<file path="src/rtl/dpc_pkg.sv">
package dpc_pkg;

  // {cfg_dual, cfg_upper}
  typedef enum logic [1:0] {
    CFG_SINGLE  = 2'b00,
    CFG_RSVD    = 2'b01,
    CFG_PAIR_LO = 2'b10,
    CFG_PAIR_HI = 2'b11
  } cfg_e;

  function automatic cfg_e cfg_decode(input logic dual, input logic upper);
    return cfg_e'({dual, upper});
  endfunction

  // line numbers are 1-based: data line k sits on bit k-1
  function automatic logic line_selected(input cfg_e c, input int k);
    logic low_group;
    low_group = (k == 2) || (k == 3) || (k == 5) || (k == 6);
    case (c)
      CFG_PAIR_HI: return ((k >= 1) && (k <= 6)) || (k == 8) || (k == 9) ||
                          (k == 10) || (k == 12) || (k == 13);
      CFG_PAIR_LO: return low_group || ((k >= 8) && (k <= 14));
      default:     return low_group || (k >= 8);
    endcase
  endfunction

  // parity input two clocks late in these configurations
  function automatic logic late_align(input cfg_e c);
    return (c == CFG_PAIR_HI) || (c == CFG_RSVD);
  endfunction

endpackage

</file>
<file path="src/rtl/dpc_mask_xor.sv">
module dpc_mask_xor
  import dpc_pkg::*;
#(
  parameter int NBITS = 25
) (
  input  cfg_e             cfg,
  input  logic [NBITS-1:0] din,
  output logic             odd
);
  logic [NBITS-1:0] term;

  for (genvar g = 0; g < NBITS; g++) begin : g_term
    assign term[g] = din[g] & line_selected(cfg, g + 1);
  end

  assign odd = ^term;
endmodule

</file>
<file path="src/rtl/dpc_align.sv">
module dpc_align
  import dpc_pkg::*;
#(
  parameter int NBITS = 25
) (
  input  logic             clk,
  input  logic             rst_n,
  input  logic             en,
  input  cfg_e             cfg,
  input  logic [NBITS-1:0] din,
  input  logic             par_in,
  output logic             p_now,
  output logic             ppo
);
  logic [NBITS-1:0] data_q;
  logic             late_q;
  logic             odd_now;
  logic             aligned;

  dpc_mask_xor #(.NBITS(NBITS)) u_xor (
    .cfg (cfg),
    .din (data_q),
    .odd (odd_now)
  );

  // one-late: parity of word from previous edge; two-late: one more stage
  assign aligned = late_align(cfg) ? late_q : odd_now;
  assign p_now   = aligned ^ par_in;

  always_ff @(posedge clk or negedge rst_n) begin
    if (!rst_n) begin
      data_q <= '0;
      late_q <= 1'b0;
      ppo    <= 1'b0;
    end else if (en) begin
      data_q <= din;
      late_q <= odd_now;
      ppo    <= p_now;
    end
  end
endmodule

</file>
<file path="config.mk">
export PLATFORM = sky130hd
export DESIGN_NAME = dpc_align
export DESIGN_NICKNAME = d
export VERILOG_FILES = /design/src/rtl/dpc_pkg.sv /design/src/rtl/dpc_mask_xor.sv /design/src/rtl/dpc_align.sv
export SDC_FILE = /design/constraint.sdc
export NUM_CORES = 1
export LEC_CHECK = 0
export ABC_CLOCK_PERIOD_IN_PS = 2200
export BUFFER_PORTS_ARGS = -buffer_cell sky130_fd_sc_hd__buf_4
export CORE_MARGIN = 4
export CORE_UTILIZATION = 29
export CTS_CLUSTER_DIAMETER = 200
export DETAILED_ROUTE_END_ITERATION = 7
export GPL_TIMING_DRIVEN = 0
export PLACE_DENSITY = 0.52
export REMOVE_ABC_BUFFERS = 1
export SLEW_MARGIN = 25
export SYNTH_ARGS = -nofsm -noshare
export SYNTH_HDL_FRONTEND = slang
export SYNTH_SLANG_ARGS = --single-unit
</file>
<file path="constraint.sdc">
create_clock -name clk -period 2.2 [get_ports clk]
set_input_delay 0.33 -clock clk [delete_from_list [all_inputs] [get_ports clk]]
set_output_delay 0.33 -clock clk [all_outputs]
set_load 0.01 [all_outputs]
</file>
# Yosys cells after proc, flatten, opt, wreduce, memory -nomap -nowiden
# Index checks and enable logic that the tools add are counted.
dict set report op_classes {
  muxes 4
  n_reduce_logical 3
  bitwise_logic 16
  n_eq_ne 3
}
# cell n
set op_table {}
lappend op_table {{$reduce_xor 25->1} 1}
lappend op_table {{$and 1x1->1} 15}
lappend op_table {{$eq 2x2->1 const B} 2}
lappend op_table {{$mux 1} 4}
lappend op_table {{$eq 2x1->1 const B} 1}
lappend op_table {{$reduce_or 2->1} 1}
lappend op_table {{$logic_or 1x1->1} 1}
lappend op_table {{$xor 1x1->1} 1}
dict set report totals {
  wordCells 29
  reg_bits 27
  input_bits 31
}

# Logic depth before layout (Yosys ltp)
# Gate-level depths: netlist of run 1.
dict set report depth {
  word_depth 7
  ltp_mapped 7
  ltp_nobuf 6
}

# Cells and area by module
# From an unflattened synthesis of run 1, not the netlist that was laid out.
dict set report hier_totals {
  cells_unflattened 83
  hier_area_um2 1273.7
}
# module seq_area_each_um2 instances cells_each area_per_inst_um2
set modules_own_cells {}
lappend modules_own_cells {dpc_align 675.6 1 59 1032.2}
lappend modules_own_cells {dpc_mask_xor 0.0 1 24 241.5}

# Worst setup path after synthesis of run 1
# OpenSTA, ideal clock, no wires.
dict set report synth_timing {
  path_kind {register to output}
  start {reg data_q[4]}
  end {out p_now}
  setup_slack_ns -0.284
  arrival_ns 2.154
  stages_incl_launch_ff 7
  path_cell_list {dfrtp_1 xnor3_1 xnor3_2 xnor2_1 xnor2_2 and3b_1 or4_1}
}
dict set report synth_via {
  elab_chain_cells 3
}
# item line
set synth_lines {}
lappend synth_lines {{from (decl)} dpc_align.sv:15} ;# logic [NBITS-1:0] data_q;
lappend synth_lines {{from (signal assigned)} dpc_align.sv:36} ;# data_q <= din;
lappend synth_lines {{$reduce_xor 25->1} dpc_mask_xor.sv:16} ;# assign odd = ^term;
lappend synth_lines {{$mux 1} dpc_align.sv:27} ;# assign aligned = late_align(cfg) ? late_q : odd_now;
lappend synth_lines {{$xor 1x1->1} dpc_align.sv:28} ;# assign p_now = aligned ^ par_in;
lappend synth_lines {{to (decl)} dpc_align.sv:12} ;# output logic p_now,
# No other way between the ends.

# Worst setup path after layout of run 1
# Ends and elaborated chain as after synthesis.

==> results of run 1 <==
[cell type report]
cell class | instances | area, um2
fill | 428 | 2640
multi-input combinational | 66 | 653
sequential | 26 | 651
timing repair buffer | 35 | 269
tap | 52 | 65.1
clock buffer | 3 | 41.3
clock inverter | 1 | 30.0
inverter | 1 | 3.75
[cell usage in the layout (no fill, tap or decap)]
master and count:
a21boi_0 1, xnor2_1 12, and3b_1 1, nor2_1 2, buf_4 33, xnor3_2 1
xnor2_2 2, and3_2 1, a31oi_1 1, o21ai_0 5, dfrtp_1 26, dlygate4sd3_1 1
nor2b_1 1, xor2_1 2, nor2_2 1, nand3_1 2, xnor3_1 3, bufinv_16 1
nand2_1 2, inv_1 1, nand3b_1 1, a21oi_1 1, buf_6 1, or4_4 1
clkbuf_8 3, mux2i_1 2, mux2_2 24
[power groups by stage]
stage          clock, mW  sequential (mW)  combinational, mW
2_1_floorplan          0            0.588              0.424
3_3_place_gp           0            0.590              0.564
3_5_place_dp           0            0.597              0.580
4_1_cts            0.407            0.588              0.655
5_1_grt            0.424            0.595              0.765
6_report           0.392            0.585              0.703
[worst reg2reg max path, delay by kind of cell, from the launching register on]
family / cells / cell delay (ps)
AOI/OAI and AO/OA: 1 / 150
xor gates and xnor gates: 5 / 1320
DFF: 1 / 390
buffers and inverters: 1 / 170
[final timing paths]
| path | startpoint | cells after the start | slack [ps] | end |
|---|---|---|---|---|
| worst max register to register | data_q[4] | 7 | 90 | ppo |
| min in group asynchronous | rst_n | 2 | 490 | data_q[16] |
| worst max-delay path | data_q[4] | 7 | -740 | p_now |
| max in group asynchronous | rst_n | 2 | 1460 | data_q[3] |
| worst min register to register | data_q[0] | 1 | 510 | data_q[0] |
| worst min-delay path | din[24] | 2 | 280 | data_q[24] |
[registers in the layout, indices dropped and copies added (netlist names)]
name and cells:
ppo 1, late_q 1, data_q 24
[stage by stage]
| stage | util | instance area (um2) | TNS [ps] |
|---|---|---|---|
| finish | 0.393 | 1710 | -740 |
| CTS | 0.389 | 1700 | -765 |
| global placement | 0.366 | 1590 | -497 |
| global route | 0.393 | 1710 | -910 |
| floorplan | - | 1290 | -284 |
| detailed placement | 0.366 | 1590 | -540 |
[what timing repair did]
action                                  CTS  global route
buffers inserted                          1             2
gates resized for setup                   3             1
endpoints found under the setup margin    2             2
hold buffers                              1             0
cloned                                    0             0
hold endpoints to repair                 26             0
pin swaps                                 4             5
[metal layers]
layer  GRT usage  up-vias  part of all wire
met5           0        -                 0
met3      0.0307        6             0.076
met1       0.105      405              0.38
met4      0.0602        0             0.028
li1            -      406                 -
met2       0.157       27              0.52
[cell families (layout without fill, tap and decap cells)]
family                    count (synthesis)  in the layout  share of synthesized area
AOI/OAI and AO/OA                         8              8                     0.0334
xor gates and xnor gates                 20             20                      0.182
buffers and inverters                     5             40                     0.0153
DFF                                      26             26                      0.497
muxes                                    26             26                      0.222
and+or+nand+nor                          12             12                     0.0506
==> impl_metrics.tcl, run 1 <==
set metrics [dict create \
    dieArea_um2 5660 \
    htreeDepth 1 \
    finalHoldViolCount 0 \
    cp.required_ps 1870 \
    path_cells "xnor3_1, xnor3_2, xnor2_2, xnor2_2, and3b_1, or4_4, buf_6" \
    slowest_delay_ps 480 \
    drc 0 \
    tightest_slew_ps 352 \
    synth_top_area_frac 0.497 \
    p_seq_frac 0.348 \
    start_util 0.301 \
    die-width_um 75.2 \
    cts_tree "yes" \
    crit_fanout 5 \
    grt_usage 0.0950 \
    clk_latency_ps 270 \
    start_kind "register" \
    gp_congestion 0.727 \
    nets 164 \
    vias 844 \
    via_per_inst 4.59 \
    clock_sinks 26 \
    rows 24 \
    numCtsBuffers 3 \
    p_comb_frac 0.418 \
    pre_cts_slack_ps -540 \
    grt_pass1_wl_um 3980 \
    finalCriticalPeriod_ps 2940 \
    maxCapViolations 0 \
    power_per_cell_area_nw_per_um2 981 \
    p_int_mw 1.23 \
    dr.pass1.iters 4 \
    cp_slowest_cell "or4_4" \
    grt_max_degree 30 \
    p_clk_frac 0.233 \
    ios 33 \
    violations "negative setup slack" \
    syn-instance-count 97 \
    synthFlopType "dfrtp_1" \
    synthTopCellsByCount "dfrtp_1 (26), mux2_2 (24), xnor2_1 (13), o21ai_0 (5)" \
    fin_cells 184 \
    ys_top_cells_by_area "dfrtp_1 (50%), mux2_2 (21%), xnor2_1 (8.7%)" \
    total_power_mw 1.68 \
    cpMostUsedCell "xnor2_2" \
    setup_ws_ps -740 \
    clk_pin_slew_worst_paths_ps 90 \
    ir_drop_uv 374 \
    leakage_nw 0.773 \
    status "finished, violations left" \
    clock_path_buffers 2 \
    hpwlAfterDp_um 1770 \
    core_um2 4350 \
    hold_class "primary input to register" \
    synth.largest_area_cell "dfrtp_1" \
    fin_skew_ps 6.71 \
    syn_area_um2 1310 \
    crit_buf_inv 1 \
    cts_root_buf "clkbuf_8" \
    slew_headroom 0.765 \
    die_y_um 75.2 \
    rsz0062_at_grt "yes" \
    first_iter_violations 25 \
    p_sw_frac 0.269 \
    crit_arrival_ps 2610 \
    final_layout_size_suffix_gt1_frac 0.515 \
    setup_viol 1 \
    maxSlewViolCount 0 \
    worstSetupEndpointType "output pin" \
    async_flop_share 1.00 \
    avgSynthCellArea_um2 13.5 \
    period_share 1.34 \
    wl_per_cell_um 12.8 \
    switchingPower_uw 453 \
    placed_cells 176 \
    synth-edff-count 0 \
    syn2layout_area_growth_pct 30.8 \
    yosysMostFrequentCell "dfrtp_1" \
    yosys_warnings 0 \
    ys_ff_latch 26 \
    synth-seq-area-share 0.497 \
    io_buffers 31 \
    path_class "register to output pin" \
    drtAntennaViolNets 0 \
    crit_family "XOR/XNOR gates" \
    antenna_found_initial 0 \
    grt_overflow_total 0 \
    routed_wirelength_um 2350 \
    synth_cell_types 24 \
    fin_hold_ws_ps 283 \
    max_freq_mhz 340 \
    diodes 0 \
    grt_pass1_vias 915 \
]
Power figures use the tool's default switching activity.
==> run 2, diff against run 1 <==
--- a/config.mk
+++ b/config.mk
@@ -14,6 +14,7 @@
 export GPL_TIMING_DRIVEN = 0
 export PLACE_DENSITY = 0.52
 export REMOVE_ABC_BUFFERS = 1
+export SETUP_SLACK_MARGIN = 0.05
 export SLEW_MARGIN = 25
 export SYNTH_ARGS = -nofsm -noshare
 export SYNTH_HDL_FRONTEND = slang
==> impl_metrics.tcl, run 2 (synthesis results as in run 1) <==
set metrics [dict create \
    slowest_delay_ps 480 \
    wl_per_cell_um 13.0 \
    fin_hold_ws_ps 283 \
    start_util 0.301 \
    switchingPower_uw 467 \
    start_kind "register" \
    syn2layout_area_growth_pct 31.6 \
    dpl-instance-area_um2 1590 \
    dieArea_um2 5660 \
    drtAntennaViolNets 0 \
    cts_tree "yes" \
    leakage_nw 0.781 \
    fin_area_um2 1720 \
    fin_skew_ps 5.60 \
    period_share 1.34 \
    setup_viol 1 \
    tightest_slew_ps 353 \
    grt_pass1_vias 916 \
    gp_congestion 0.727 \
    finalCriticalPeriod_ps 2940 \
    finalHoldViolCount 0 \
    cpMostUsedCell "xnor2_2" \
    clk_latency_ps 270 \
    max_freq_mhz 340 \
    maxSlewViolCount 0 \
    p_clk_frac 0.229 \
    rows 24 \
    violations "negative setup slack" \
    p_comb_frac 0.429 \
    drc 0 \
    cts_root_buf "clkbuf_8" \
    hold_class "primary input to register" \
    setup_ws_ps -744 \
    clock_sinks 26 \
    worstSetupEndpointType "output pin" \
    die_y_um 75.2 \
    final_layout_size_suffix_gt1_frac 0.527 \
    largest_register_ffs 24 \
    slew_headroom 0.764 \
    final_common_cell "buf_4" \
    numCtsBuffers 3 \
    antenna_found_initial 0 \
    cp.required_ps 1870 \
    pre_cts_slack_ps -540 \
    clock_path_buffers 2 \
    grt_usage 0.0947 \
    die-width_um 75.2 \
    top_regs "data_q: 24 flops, late_q: 1 flops, ppo: 1 flops" \
    grt_overflow_total 0 \
    cp_slowest_cell "or4_4" \
    p_int_mw 1.25 \
    path_class "register to output pin" \
    rsz0062_at_grt "yes" \
    nets 163 \
    largest-register "data_q" \
    status "finished, violations left" \
    layout_common_cells "buf_4 (31), dfrtp_1 (26), mux2_2 (24)" \
    io_buffers 31 \
    dr.pass1.iters 2 \
    vias 839 \
    routed_wirelength_um 2370 \
    crit_arrival_ps 2610 \
    grt_max_degree 30 \
    maxCapViolations 0 \
    ir_drop_uv 418 \
    crit_fanout 5 \
    diodes 0 \
    grt_pass1_wl_um 3970 \
    total_power_mw 1.71 \
    via_per_inst 4.58 \
    first_iter_violations 27 \
    hpwlAfterDp_um 1770 \
    ios 33 \
    clk_pin_slew_worst_paths_ps 90 \
    core_um2 4350 \
    htreeDepth 1 \
    power_per_cell_area_nw_per_um2 993 \
    p_sw_frac 0.273 \
    path_cells "xnor3_1, xnor3_2, xnor2_2, xnor2_2, and3b_1, or4_4, buf_6" \
    p_seq_frac 0.342 \
]
run 2: cell types whose count changed in the layout (fill, tap and decap cells not counted), sizes merged:
cell  delta
buf      -1
run 2: repair_timing:
action / CTS / global route
pin swaps: 5 / 6
gates resized for setup: 3 / 4
hold buffers: 1 / 0
buffers inserted: 1 / 1
setup endpoints to repair: 2 / 2
endpoints found under the hold margin: 26 / 0
run 2: path summary, 6_finish.rpt:
check / end / cells past startpoint / slack, ps / startpoint
worst max-delay path: p_now / 7 / -740 / data_q[4]
worst min-delay path: data_q[24] / 2 / 280 / din[24]
worst max register to register: late_q / 8 / 120 / data_q[4]
worst min register to register: data_q[0] / 1 / 510 / data_q[0]
max in group asynchronous: ppo / 2 / 1470 / rst_n
min in group asynchronous: data_q[16] / 2 / 490 / rst_n
run 2: power by group through the flow:
stage / combinational [mW] / sequential (mW) / clock, mW
after floorplan: 0.424 / 0.588 / 0
after global placement: 0.564 / 0.590 / 0
after CTS: 0.637 / 0.588 / 0.407
final: 0.734 / 0.586 / 0.392
after global routing: 0.791 / 0.595 / 0.424
after detailed placement: 0.580 / 0.597 / 0
run 2: worst max-delay path: cells and delay by family, from the launching register on:
kind / cells / cell delay [ps]
xor gates and xnor gates: 4 / 1130
and+or+nand+nor: 2 / 700
DFF: 1 / 390
buffers and inverters: 1 / 130
run 2: through the flow:
stage | cells | setup TNS (ps) | utilization
3_3_place_gp | 176 | -497 | 0.366
6_report | 183 | -744 | 0.396
2_1_floorplan | 93 | -284 | -
3_5_place_dp | 176 | -540 | 0.366
4_1_cts | 182 | -748 | 0.389
5_1_grt | 183 | -873 | 0.396
run 2: final cells by class:
class / instances / area (um2)
Tap cell: 52 / 65.1
Sequential cell: 26 / 651
Timing Repair Buffer: 34 / 265
Multi-Input combinational cell: 66 / 668
Clock inverter: 1 / 30.0
Fill cell: 428 / 2630
Inverter: 1 / 3.75
Clock buffer: 3 / 41.3
run 2: per-layer routing:
layer,share of wire,GRT usage,up-vias
met5,0,0,-
li1,-,-,403
met2,0.52,0.159,24
met4,0.027,0.0602,0
met1,0.38,0.103,406
met3,0.073,0.0307,6
